## config.mk

```make
export PLATFORM = sky130hd
export DESIGN_NAME = rguard_top
export DESIGN_NICKNAME = d
export VERILOG_FILES = /design/src/rtl/rguard_pkg.sv /design/src/rtl/rguard_slot.sv /design/src/rtl/rguard_cfg.sv /design/src/rtl/rguard_resolve.sv /design/src/rtl/rguard_top.sv
export SDC_FILE = /design/constraint.sdc
export NUM_CORES = 2
export LEC_CHECK = 0
export BUFFER_PORTS_ARGS = -buffer_cell sky130_fd_sc_hd__buf_2
export CAP_MARGIN = 20
export CORE_ASPECT_RATIO = 1.4
export CORE_MARGIN = 10
export CORE_UTILIZATION = 27
export CTS_CLUSTER_SIZE = 12
export DETAILED_ROUTE_END_ITERATION = 10
export GPL_TIMING_DRIVEN = 0
export HOLD_SLACK_MARGIN = 0.02
export PLACE_DENSITY = 0.45
export SYNTH_ARGS = -nofsm -noshare
export SYNTH_HDL_FRONTEND = slang
export SYNTH_SLANG_ARGS = --single-unit
export TNS_END_PERCENT = 30
```

## constraint.sdc

```tcl
create_clock -name clk -period 6.1 [get_ports clk]
set_input_delay 0.305 -clock clk [delete_from_list [all_inputs] [get_ports clk]]
set_output_delay 0.305 -clock clk [all_outputs]
set_load 0.02 [all_outputs]
```

## src/rtl/rguard_pkg.sv

```systemverilog
package rguard_pkg;

  localparam int DATA_W   = 32;
  localparam int ATTR_NUM = 8;
  localparam int AIDX_W   = 3;

  localparam logic [2:0] OFS_CTRL  = 3'd0;
  localparam logic [2:0] OFS_SEL   = 3'd1;
  localparam logic [2:0] OFS_BASE  = 3'd2;
  localparam logic [2:0] OFS_LIMIT = 3'd3;
  localparam logic [2:0] OFS_ATLO  = 3'd4;
  localparam logic [2:0] OFS_ATHI  = 3'd5;

  typedef enum logic [1:0] {
    KIND_READ  = 2'd0,
    KIND_WRITE = 2'd1,
    KIND_FETCH = 2'd2
  } acc_kind_e;

  typedef struct packed {
    logic [1:0]        perm;
    logic              xn;
    logic [AIDX_W-1:0] aidx;
  } slot_attr_t;

endpackage

```

## src/rtl/rguard_slot.sv

```systemverilog
module rguard_slot
  import rguard_pkg::*;
#(
  parameter int GRAN_BITS = 5,
  localparam int BLK_W = DATA_W - GRAN_BITS
) (
  input  logic              clk,
  input  logic              rst,
  input  logic              wr_base,
  input  logic              wr_limit,
  input  logic [BLK_W-1:0]  wr_blk,
  input  logic [1:0]        wr_perm,
  input  logic              wr_xn,
  input  logic [AIDX_W-1:0] wr_aidx,
  input  logic              wr_en,
  input  logic [BLK_W-1:0]  look_blk,
  output logic              hit,
  output slot_attr_t        attr,
  output logic [DATA_W-1:0] base_rd,
  output logic [DATA_W-1:0] limit_rd
);

  logic [BLK_W-1:0]  base_q, lim_q;
  logic [1:0]        perm_q;
  logic              xn_q, en_q;
  logic [AIDX_W-1:0] aidx_q;

  always_ff @(posedge clk) begin
    if (rst) begin
      base_q <= '0;
      perm_q <= '0;
      xn_q   <= 1'b0;
      lim_q  <= '0;
      aidx_q <= '0;
      en_q   <= 1'b0;
    end else begin
      if (wr_base) begin
        base_q <= wr_blk;
        perm_q <= wr_perm;
        xn_q   <= wr_xn;
      end
      if (wr_limit) begin
        lim_q  <= wr_blk;
        aidx_q <= wr_aidx;
        en_q   <= wr_en;
      end
    end
  end

  // Inclusive compare on block numbers: low bits of base are zeros, of limit ones.
  assign hit  = en_q && (look_blk >= base_q) && (look_blk <= lim_q);
  assign attr = '{perm: perm_q, xn: xn_q, aidx: aidx_q};

  always_comb begin
    base_rd = '0;
    base_rd[DATA_W-1:GRAN_BITS] = base_q;
    base_rd[4:3] = perm_q;
    base_rd[0]   = xn_q;
    limit_rd = '0;
    limit_rd[DATA_W-1:GRAN_BITS] = lim_q;
    limit_rd[3:1] = aidx_q;
    limit_rd[0]   = en_q;
  end

  // a base write is in force from the capturing edge
  a_r11_base_load: assert property (@(posedge clk) disable iff (rst)
    wr_base |=> (base_q == $past(wr_blk)) && (perm_q == $past(wr_perm)));

  // reset leaves the window disabled
  a_r1_reset_disabled: assert property (@(posedge clk)
    $past(rst) |-> !en_q);

endmodule

```

## src/rtl/rguard_cfg.sv

```systemverilog
module rguard_cfg
  import rguard_pkg::*;
#(
  parameter int NUM_REGIONS = 8,
  localparam int IDX_W = (NUM_REGIONS > 1) ? $clog2(NUM_REGIONS) : 1
) (
  input  logic                               clk,
  input  logic                               rst,
  input  logic                               cfg_wr,
  input  logic [2:0]                         cfg_addr,
  input  logic [DATA_W-1:0]                  cfg_wdata,
  output logic [DATA_W-1:0]                  cfg_rdata,
  input  logic [NUM_REGIONS-1:0][DATA_W-1:0] base_rd,
  input  logic [NUM_REGIONS-1:0][DATA_W-1:0] limit_rd,
  output logic [NUM_REGIONS-1:0]             wr_base_vec,
  output logic [NUM_REGIONS-1:0]             wr_limit_vec,
  output logic [2:0]                         ctrl,
  output logic [2*DATA_W-1:0]                attr_bank
);

  logic [IDX_W-1:0]  sel_q;
  logic [2:0]        ctrl_q;
  logic [DATA_W-1:0] atlo_q, athi_q;
  logic [DATA_W-1:0] rd_mux;

  always_ff @(posedge clk) begin
    if (rst) begin
      sel_q  <= '0;
      ctrl_q <= '0;
      atlo_q <= '0;
      athi_q <= '0;
    end else if (cfg_wr) begin
      case (cfg_addr)
        OFS_CTRL: ctrl_q <= cfg_wdata[2:0];
        OFS_SEL:  sel_q  <= cfg_wdata[IDX_W-1:0];
        OFS_ATLO: atlo_q <= cfg_wdata;
        OFS_ATHI: athi_q <= cfg_wdata;
        default: ;
      endcase
    end
  end

  for (genvar i = 0; i < NUM_REGIONS; i++) begin : g_strobe
    assign wr_base_vec[i]  = cfg_wr && (cfg_addr == OFS_BASE)  && (sel_q == IDX_W'(i));
    assign wr_limit_vec[i] = cfg_wr && (cfg_addr == OFS_LIMIT) && (sel_q == IDX_W'(i));
  end

  always_comb begin
    case (cfg_addr)
      OFS_CTRL:  rd_mux = {{(DATA_W-3){1'b0}}, ctrl_q};
      OFS_SEL:   rd_mux = DATA_W'(sel_q);
      OFS_BASE:  rd_mux = base_rd[sel_q];
      OFS_LIMIT: rd_mux = limit_rd[sel_q];
      OFS_ATLO:  rd_mux = atlo_q;
      OFS_ATHI:  rd_mux = athi_q;
      default:   rd_mux = '0;
    endcase
  end

  always_ff @(posedge clk) begin
    if (rst) cfg_rdata <= '0;
    else     cfg_rdata <= rd_mux;
  end

  assign ctrl      = ctrl_q;
  assign attr_bank = {athi_q, atlo_q};

  // selector follows the written value
  a_r9_sel_follows: assert property (@(posedge clk) disable iff (rst)
    (cfg_wr && cfg_addr == OFS_SEL) |=> sel_q == $past(cfg_wdata[IDX_W-1:0]));

  // at most one window receives a base or limit write
  a_r9_one_slot: assert property (@(posedge clk) disable iff (rst)
    $onehot0(wr_base_vec) && $onehot0(wr_limit_vec));

endmodule

```

## src/rtl/rguard_resolve.sv

```systemverilog
module rguard_resolve
  import rguard_pkg::*;
#(
  parameter int NUM_REGIONS = 8
) (
  input  logic [NUM_REGIONS-1:0]              hit_vec,
  input  slot_attr_t [NUM_REGIONS-1:0]        slot_attr,
  input  logic [2:0]                          ctrl,
  input  logic [2*DATA_W-1:0]                 attr_bank,
  input  logic [1:0]                          req_kind,
  input  logic                                req_priv,
  input  logic                                req_in_handler,
  output logic                                fault,
  output logic                                overlap,
  output logic [7:0]                          attr_byte,
  output logic                                device,
  output logic [1:0]                          dev_type
);

  localparam int CNT_W = $clog2(NUM_REGIONS + 1);

  logic [CNT_W-1:0] hit_cnt;
  slot_attr_t       win;
  logic             active, single, perm_bad;

  always_comb begin
    hit_cnt = '0;
    win     = '0;
    for (int i = 0; i < NUM_REGIONS; i++) begin
      hit_cnt = hit_cnt + CNT_W'(hit_vec[i]);
      if (hit_vec[i]) win = win | slot_attr[i];
    end
  end

  assign active = ctrl[0] && !(req_in_handler && !ctrl[2]);
  assign single = (hit_cnt == CNT_W'(1));

  always_comb begin
    perm_bad = 1'b0;
    if (win.perm[1] && (req_kind == KIND_WRITE)) perm_bad = 1'b1;
    if (!win.perm[0] && !req_priv)               perm_bad = 1'b1;
    if (win.xn && (req_kind == KIND_FETCH))      perm_bad = 1'b1;
  end

  always_comb begin
    overlap = active && (hit_cnt > CNT_W'(1));
    if (!active)      fault = 1'b0;
    else if (overlap) fault = 1'b1;
    else if (single)  fault = perm_bad;
    else              fault = !(req_priv && ctrl[1]);
  end

  assign attr_byte = single ? attr_bank[win.aidx*8 +: 8] : 8'h00;
  assign device    = (attr_byte[7:4] == 4'h0);
  assign dev_type  = device ? attr_byte[3:2] : 2'b00;

endmodule

```

## src/rtl/rguard_top.sv

```systemverilog
module rguard_top
  import rguard_pkg::*;
#(
  parameter int NUM_REGIONS = 8,
  parameter int GRAN_BITS   = 5
) (
  input  logic        clk,
  input  logic        rst,
  input  logic        cfg_wr,
  input  logic [2:0]  cfg_addr,
  input  logic [31:0] cfg_wdata,
  output logic [31:0] cfg_rdata,
  input  logic [31:0] req_addr,
  input  logic [1:0]  req_kind,
  input  logic        req_priv,
  input  logic        req_in_handler,
  output logic        resp_fault,
  output logic        resp_overlap,
  output logic [7:0]  resp_attr,
  output logic        resp_device,
  output logic [1:0]  resp_dev_type
);

  localparam int BLK_W = DATA_W - GRAN_BITS;

  logic [NUM_REGIONS-1:0][DATA_W-1:0] base_rd, limit_rd;
  logic [NUM_REGIONS-1:0]             wr_base_vec, wr_limit_vec, hit_vec;
  slot_attr_t [NUM_REGIONS-1:0]       slot_attr;
  logic [2:0]                         ctrl;
  logic [2*DATA_W-1:0]                attr_bank;

  rguard_cfg #(.NUM_REGIONS(NUM_REGIONS)) u_cfg (
    .clk, .rst, .cfg_wr, .cfg_addr, .cfg_wdata, .cfg_rdata,
    .base_rd, .limit_rd, .wr_base_vec, .wr_limit_vec, .ctrl, .attr_bank
  );

  for (genvar i = 0; i < NUM_REGIONS; i++) begin : g_slot
    rguard_slot #(.GRAN_BITS(GRAN_BITS)) u_slot (
      .clk, .rst,
      .wr_base  (wr_base_vec[i]),
      .wr_limit (wr_limit_vec[i]),
      .wr_blk   (cfg_wdata[DATA_W-1:GRAN_BITS]),
      .wr_perm  (cfg_wdata[4:3]),
      .wr_xn    (cfg_wdata[0]),
      .wr_aidx  (cfg_wdata[3:1]),
      .wr_en    (cfg_wdata[0]),
      .look_blk (req_addr[DATA_W-1:GRAN_BITS]),
      .hit      (hit_vec[i]),
      .attr     (slot_attr[i]),
      .base_rd  (base_rd[i]),
      .limit_rd (limit_rd[i])
    );
  end

  rguard_resolve #(.NUM_REGIONS(NUM_REGIONS)) u_resolve (
    .hit_vec, .slot_attr, .ctrl, .attr_bank, .req_kind, .req_priv, .req_in_handler,
    .fault    (resp_fault),
    .overlap  (resp_overlap),
    .attr_byte(resp_attr),
    .device   (resp_device),
    .dev_type (resp_dev_type)
  );

  logic bypass;
  assign bypass = req_in_handler && !ctrl[2];

  // a disabled checker never refuses
  a_r2_off_allows: assert property (@(posedge clk) disable iff (rst)
    !ctrl[0] |-> !resp_fault);

  // multiple window hits always fault
  a_r4_overlap_faults: assert property (@(posedge clk) disable iff (rst)
    (ctrl[0] && !bypass && $countones(hit_vec) > 1) |-> (resp_fault && resp_overlap));

  // unprivileged miss faults
  a_r7_unpriv_miss: assert property (@(posedge clk) disable iff (rst)
    (ctrl[0] && !bypass && hit_vec == '0 && !req_priv) |-> resp_fault);

  // bypassed handler accesses are never refused
  a_r8_handler_bypass: assert property (@(posedge clk) disable iff (rst)
    bypass |-> !resp_fault);

  // no window, no attribute
  a_r10_no_hit_attr: assert property (@(posedge clk) disable iff (rst)
    (hit_vec == '0) |-> (resp_attr == 8'h00));

  localparam int UNUSED_BLK = BLK_W;

endmodule

```

Yosys cells after proc, flatten, opt, wreduce, memory -nomap -nowiden
Cells that the tools add are included.

word-level totals
  register bits = 590
  input port bits = 74
  output and inout bits = 45
  word-level logic and storage cells = 175

cells by class
  add/sub/neg operators = 7
  magnitude comparators = 18
  equal/unequal tests = 15
  shift-type cells = 1
  mux-type cells = 21
  bitwise gates (word level) = 7
  reduce and logical (&&, ||, !) cells = 53

operators by type and width
  kind                                                 number
  >= comparator 27 bit                                 8
  <= comparator 27 bit                                 8
  binary-select mux 32 bit (select 3 bit)              2
  one-hot mux 32 bit (6 select lines)                  1
  2-to-1 mux 32 bit                                    2
  variable part select 64 x 7 -> 8 bit                 1
  2-to-1 mux 6 bit                                     8
  bitwise OR 6 bit                                     7
  logical AND 1 bit                                    41
  adder 4 x 1 -> 4 bit                                 6
  equality test 3 bit, second input constant           6
  equality test 3 x 2 -> 1 bit, second input constant  4
  2-to-1 mux 8 bit                                     1
  AND reduction 2 bit                                  4
  equality test 3 x 1 -> 1 bit, second input constant  2
  zero test 3 bit                                      2
  2-to-1 mux 1 bit                                     6
  zero test 1 bit                                      5
  equality test 4 x 1 -> 1 bit, second input constant  1
  > comparator 4 x 1 -> 1 bit, second input constant   1
  zero test 4 bit                                      1
  < comparator 3 x 4 -> 1 bit, second input constant   1
  adder 1 x 1 -> 2 bit                                 1
  equality test 2 x 1 -> 1 bit, second input constant  1
  2 further kinds                                      2

Depth between registers and ports, before layout
  depth in word-level cells = 25
  gate-level depth with buffers = 23

Cells and area by module
From an unflattened synthesis, not the netlist that was laid out.

unflattened totals
  cells, all modules = 4283
  area total of the unflattened synthesis = 37898.8 µm²

by module, submodules not included
  module                               times used  cells each  area each (µm²)  seq. area each (µm²)
  rguard_slot at g_slot[0].u_slot ...  7           397         3558.4           1221.2
  rguard_cfg                           1           937         8115.3           2042.0
  rguard_slot at g_slot[7].u_slot      1           400         3564.7           1221.2
  rguard_resolve                       1           167         1310.0           0.0

Least setup slack after synthesis
Ideal clock, no wire load.

  kind = register to output
  start = register g_slot[0].u_slot.lim_q[25]
  end = output port resp_dev_type[0]
  data arrival time = 6.634 ns
  required time = 5.795 ns
  slack = -0.839 ns
  cell stages (with the launch flop) = 23
  path buffers = 1
  cells stage by stage = dfxtp_1 inv_1 ha_1 nand3_2 nor4_2 nand4_1 or4_4 a221oi_4 ha_1 inv_1 fa_1 fa_1 fa_1 fa_1 nor2b_1 o21ai_0 or2_2 buf_1 a31o_2 a211oi_1 a2111o_1 or4_4 nor4_2

between the ends
  cells in the longest elaborated chain, start to end = 21
  elaborated cells between the ends (all ways) = 29
  those cells by class = add/sub (7); order compare (1); eq/ne (1); shift (1); mux (10); bitwise (7); reduce/logical (2)

RTL lines
  element                                                                        RTL line              text
  start: declaration                                                             rguard_slot.sv:23     logic [BLK_W-1:0] base_q, lim_q;
  start signal: assignment                                                       rguard_slot.sv:43     lim_q <= wr_blk;
  <= comparator 27 bit (*)                                                       rguard_slot.sv:51     assign hit = en_q && (look_blk >= base_q) && (look_blk <= lim_q);
  logical AND 1 bit (*)                                                          rguard_slot.sv:51
  parallel branches: the longest is 16 deep, another holds adder 4 x 1 -> 4 bit  --
  2-to-1 mux 8 bit (*)                                                           rguard_resolve.sv:53  assign attr_byte = single ? attr_bank[win.aidx*8 +: 8] : 8'h00;
  via resp_attr[6]                                                               rguard_top.sv:19      output logic [7:0] resp_attr,
  zero test 4 bit (*)                                                            rguard_resolve.sv:54  assign device = (attr_byte[7:4] == 4'h0);
  2-to-1 mux 2 bit (*)                                                           rguard_resolve.sv:55  assign dev_type = device ? attr_byte[3:2] : 2'b00;
  end: declaration                                                               rguard_top.sv:21      output logic [1:0] resp_dev_type

Mark *: on every way through the listed nets, which the timed path passes.

Worst setup path in the final report
  start = register g_slot[2].u_slot.lim_q[26]
  end = output port resp_dev_type[0]

between the ends
  cells in the longest elaborated chain, start to end = 17
  elaborated cells between the ends (all ways) = 24
  those cells by class = add/sub (6); order compare (1); eq/ne (1); shift (1); mux (8); bitwise (5); reduce/logical (2)

RTL lines
  element                                                                        RTL line
  start: declaration                                                             rguard_slot.sv:23
  start signal: assignment                                                       rguard_slot.sv:43
  <= comparator 27 bit (*)                                                       rguard_slot.sv:51
  logical AND 1 bit (*)                                                          rguard_slot.sv:51
  parallel branches: the longest is 12 deep, another holds adder 4 x 1 -> 4 bit  --
  2-to-1 mux 8 bit (*)                                                           rguard_resolve.sv:53
  zero test 4 bit                                                                rguard_resolve.sv:54
  2-to-1 mux 2 bit (*)                                                           rguard_resolve.sv:55

Mark *: on every way between the ends.

==> impl.org <==
** Power
- IR analysis of the VDD net gives a maximum drop of ~200 uV.
- P per Cell Area :: ~210 mW/mm^2
- In this run the static leakage power is approximately 14 nW.

** Global route
- GRT Overall Usage :: 21.5%
- Number of global-route vias before repair :: about 34000
- The initial antenna violation count is 20.
- Entering global routing, the biggest net connects 17 pins.
- Overflow after GRT :: 0
- Wire length of the first global-routing pass :: 240000 um

** Detailed routing
- Via/cell ratio :: between 5 and 6
- Residual DRC count :: 0
- Number of detailed-routing iterations run before antenna repair :: 6
- The count of nets left with antenna violations once routing finished came out at 0.
- Overall routed net length :: about 170000 um
- In this run, the number of DRC markers left after iteration 0 of detailed routing was 2443.
- Detailed-route via count :: ~34000
- Detailed-route wire length per cell :: between 20 and 30 um

** Worst setup path
- Delay of the slowest cell on the worst path :: 550 ps
- Data on the critical path is required at its endpoint by 5790 ps.
- Among the stages of the critical path, the cell type that occurs most often is nor4_4.
- Ordered list of cells on the worst path :: inv_1, ha_1, nand3_1, nor4_4, nand4_1, buf_4, nor4_4, o22a_4, inv_1, fa_1, fa_1, fa_2, fa_2, nor2b_4, o21ai_2, or2_4, a31o_4, nor2_4, a2111o_1, or4_4, nor4_4, buf_4
- Startpoint type of the worst setup path :: flop
- CP max stage cell :: fa_1
- Arrival time reported for the critical path endpoint :: 7070 ps
- The critical path is of the flop to output pin type.
- The worst setup path is captured at an output pin.
- In this run the worst path has a maximum fanout of 5.

** Hold path
- Hold Crit Class :: input port to flop

** STA
- Setup violations remaining at the end of the flow were counted as 13.
- In the finished design, the share of the clock period the worst path needs comes to 121%.
- Clock skew on the completed layout was measured at 28.2 ps.
- Worst-case hold slack :: 86.3 ps
- Derived from the worst setup path, the maximum achievable clock frequency is 0.136 GHz.
- Headroom to the max-slew limit :: approximately 25%
- The hold violation total from the final report was 0.
- RSZ-0062 raised after global routing :: yes
- Setup total negative slack on the finished layout was measured at -10680 ps.
- The count of pins over their slew limit came to 0.
- Tmin final :: between 7000 and 8000 ps
- Transition time at the pin with the least slew margin :: 1120 ps
- Across all setup checks in the final design, the least slack found is -1280 ps.

** Logic synthesis
- Synthesized cell area :: ~0.037 mm^2
- Top cells by instance count after synthesis :: 1249 x nand2_1, 725 x a21oi_1, 590 x dfxtp_1, 449 x inv_1, 435 x ha_1
- The synthesized design spends more area on one cell type than any other, namely dfxtp_1.
- Synthesized Nets :: 5123
- The synthesized design contains 0 enable-type register cells.
- After synthesis, the netlist uses 79 different library cells.
- Dividing the synthesized area by the synthesized cell count gives 7.95 um^2.
- Ranked by total cell area, the synthesized netlist is headed by dfxtp_1 32%, ha_1 15%, nand2_1 13%, a21oi_1 9.9%, mux4_2 7.7%.
- Of all flip-flops after synthesis, the portion carrying an async set or reset was 0%.
- Yosys printed 0 warnings.
- Among all flip-flop cells after synthesis, the most frequent one is dfxtp_1.
- Sequential area share after synthesis :: 32.2%
- Counting flops and latches in the post-synthesis netlist gives 590.
- Cells after synthesis :: around 4600
- In this run the biggest area consumer among cell types represents 32.2% of the synthesized area.
- Library cell with the highest instance count after synthesis :: nand2_1

** CTS
- The root buffer cell chosen for the clock tree is clkbuf_16.
- The H-tree was split into 3 levels.
- CTS tree :: yes
- In this run the deepest clock path goes through 3 buffers.
- Clock transition time at the flip-flop clock pins of the worst setup and hold paths :: 60 ps
- Number of sinks on the clock net :: 590
- Buffers inserted during clock tree synthesis total 69.
- The later pin in the worst-skew pair is clocked with a latency of 680 ps.

** Job
- The tool flagged a number of max-cap violations equal to 0.

** Floorplan
- Core area :: around 0.13 mm^2
- Die Wd :: 331 um
- Count of boundary I/O pins :: 119
- The initial utilization of the core area, before any placement, comes to 27.2%.
- The die is between 400 and 500 um tall.
- Standard-cell rows :: 159
- The die covers between 0.15 and 0.2 mm^2.

** Final layout
- Combined area of the multi-input logic cells :: 0.0225 mm^2
- Relative to the synthesized area, the layout overhead comes to 15.5%.
- Footprint of the flip-flops and latches :: 0.0118 mm^2
- Layout cells sized above 1 :: between 10% and 20%
- Final layout net count :: around 5300
- With fillers left out, the area of the finished cells amounts to between 0.04 and 0.05 mm^2.
- End-of-flow core utilization :: 31.5%
- Filler instances :: 14687

** Placed design
- GP Congestion :: 0.949
- In this run the tool buffered the top-level ports with 79 buffer cells.
- In this run the cell area measured after placement is 0.0395 mm^2.
- Post-detail-place hpwl :: 137000 um

** Status
- The checks that failed: setup timing.
- The run finished, with violations left.
==> worst max-delay path: cells and delay by family (launching register included) <==
family	cells	cell delay [ps]
flops	1	410
fa+ha+maj	5	2040
compound gates	4	1000
simple gates	9	2340
buf+inv	4	590
==> through the flow <==
stage	worst slack, ps	instances	total power, mW
2_1_floorplan	-398	4610	4.47
3_3_place_gp	-3050	6460	4.88
3_5_place_dp	-2240	6477	4.90
4_1_cts	-1300	6614	9.13
5_1_grt	-1460	6623	9.35
6_report	-1280	6624	9.09
==> layout by cell type (no fill, tap or decap), types with 6 or more instances in the layout <==
| cell type | n |
|---|---|
| clkbuf_16 | 72 |
| a21oi_1 | 723 |
| nand2b_1 | 9 |
| o211ai_1 | 8 |
| and2_1 | 6 |
| nand3b_1 | 8 |
| nand3_1 | 69 |
| ha_4 | 6 |
| a211oi_1 | 31 |
| inv_2 | 6 |
| clkinv_2 | 10 |
| clkbuf_1 | 293 |
| nor4_4 | 8 |
| ha_1 | 429 |
| a222oi_1 | 7 |
| buf_4 | 27 |
| dfxtp_2 | 16 |
| dfxtp_1 | 574 |
| buf_1 | 13 |
| nor3_1 | 18 |
| buf_2 | 80 |
| nand4_1 | 67 |
| a22oi_1 | 37 |
| and3_1 | 7 |
| clkbuf_8 | 15 |
| mux4_2 | 125 |
| nand2_1 | 1247 |
| o21ai_0 | 64 |
| mux2_2 | 91 |
| inv_1 | 443 |
| a21o_1 | 38 |
| buf_8 | 7 |
| a221oi_1 | 10 |
| nor2b_1 | 11 |
| a2111oi_1 | 9 |
| nor4_1 | 6 |
| nor2_1 | 71 |
| mux2i_1 | 31 |
==> flip-flops by register name (all words and copies together), names as in the netlist <==
signal and count:
g_slot.u_slot.aidx_q 24, g_slot.u_slot.base_q 216, g_slot.u_slot.en_q 8, g_slot.u_slot.lim_q 216, g_slot.u_slot.perm_q 16, g_slot.u_slot.xn_q 8
u_cfg.athi_q 32, u_cfg.atlo_q 32, u_cfg.cfg_rdata 32, u_cfg.ctrl 3, u_cfg.sel_q 3
==> final timing paths <==
check	startpoint	end	slack, ps	cells past startpoint
min reg2reg	g_slot[3].u_slot.lim_q[23]$_SDFFE_PP0P_	g_slot[3].u_slot.lim_q[23]$_SDFFE_PP0P_	470	2
max	g_slot[2].u_slot.lim_q[26]$_SDFFE_PP0P_	resp_dev_type[0]	-1280	22
min	cfg_wdata[3]	g_slot[7].u_slot.aidx_q[2]$_SDFFE_PP0P_	90	3
max reg2reg	u_cfg.sel_q[1]$_SDFFE_PP0P_	g_slot[2].u_slot.perm_q[0]$_SDFFE_PP0P_	1110	8
==> where the power goes <==
| group | total (mW) | internal [mW] | switching, mW | leakage [nW] |
|---|---|---|---|---|
| logic | 0.950 | 0.277 | 0.673 | 8.25 |
| clock network | 4.24 | 2.38 | 1.87 | 1.09 |
| registers | 3.89 | 3.87 | 0.0199 | 4.76 |
| total | 9.09 | 6.53 | 2.56 | 14.1 |
==> cell families after synthesis <==
family / Yosys count / synth area share, %
multiplexers: 248 / 11.4
flip-flops: 590 / 32.2
AND/OR/NAND/NOR: 1573 / 17.7
buffers and inverters: 743 / 7.63
AO/OA/AOI/OAI: 1017 / 16.0
adder cells (fa/ha/maj): 439 / 15.1
==> timing repair <==
action | CTS | global route
pin swaps | 15 | 4
setup endpoints to repair | 13 | 13
setup buffers | 16 | 4
hold endpoints to repair | 4 | 0
hold buffers | 2 | 0
gates resized for setup | 65 | 36
==> cell type report <==
class,count,share of cell area [%]
Clock inverter,16,0.311
Clock buffer,103,4.87
Multi-Input combinational cell,3277,53.1
Buffer,293,2.61
Sequential cell,590,28.0
Tap cell,1771,5.24
Timing Repair Buffer,121,1.90
Antenna cell,4,0.0237
Inverter,449,3.98
==> routing by layer <==
layer | vias up | GRT usage (%) | share of wire (%)
li1 | 16141 | - | -
met1 | 16825 | 23.1 | 37
met2 | 1010 | 39.3 | 51
met3 | 380 | 3.39 | 5.0
met4 | 30 | 12.9 | 6.5
met5 | - | 0 | 0.11
No activity file was read; power rests on OpenSTA's default activity.
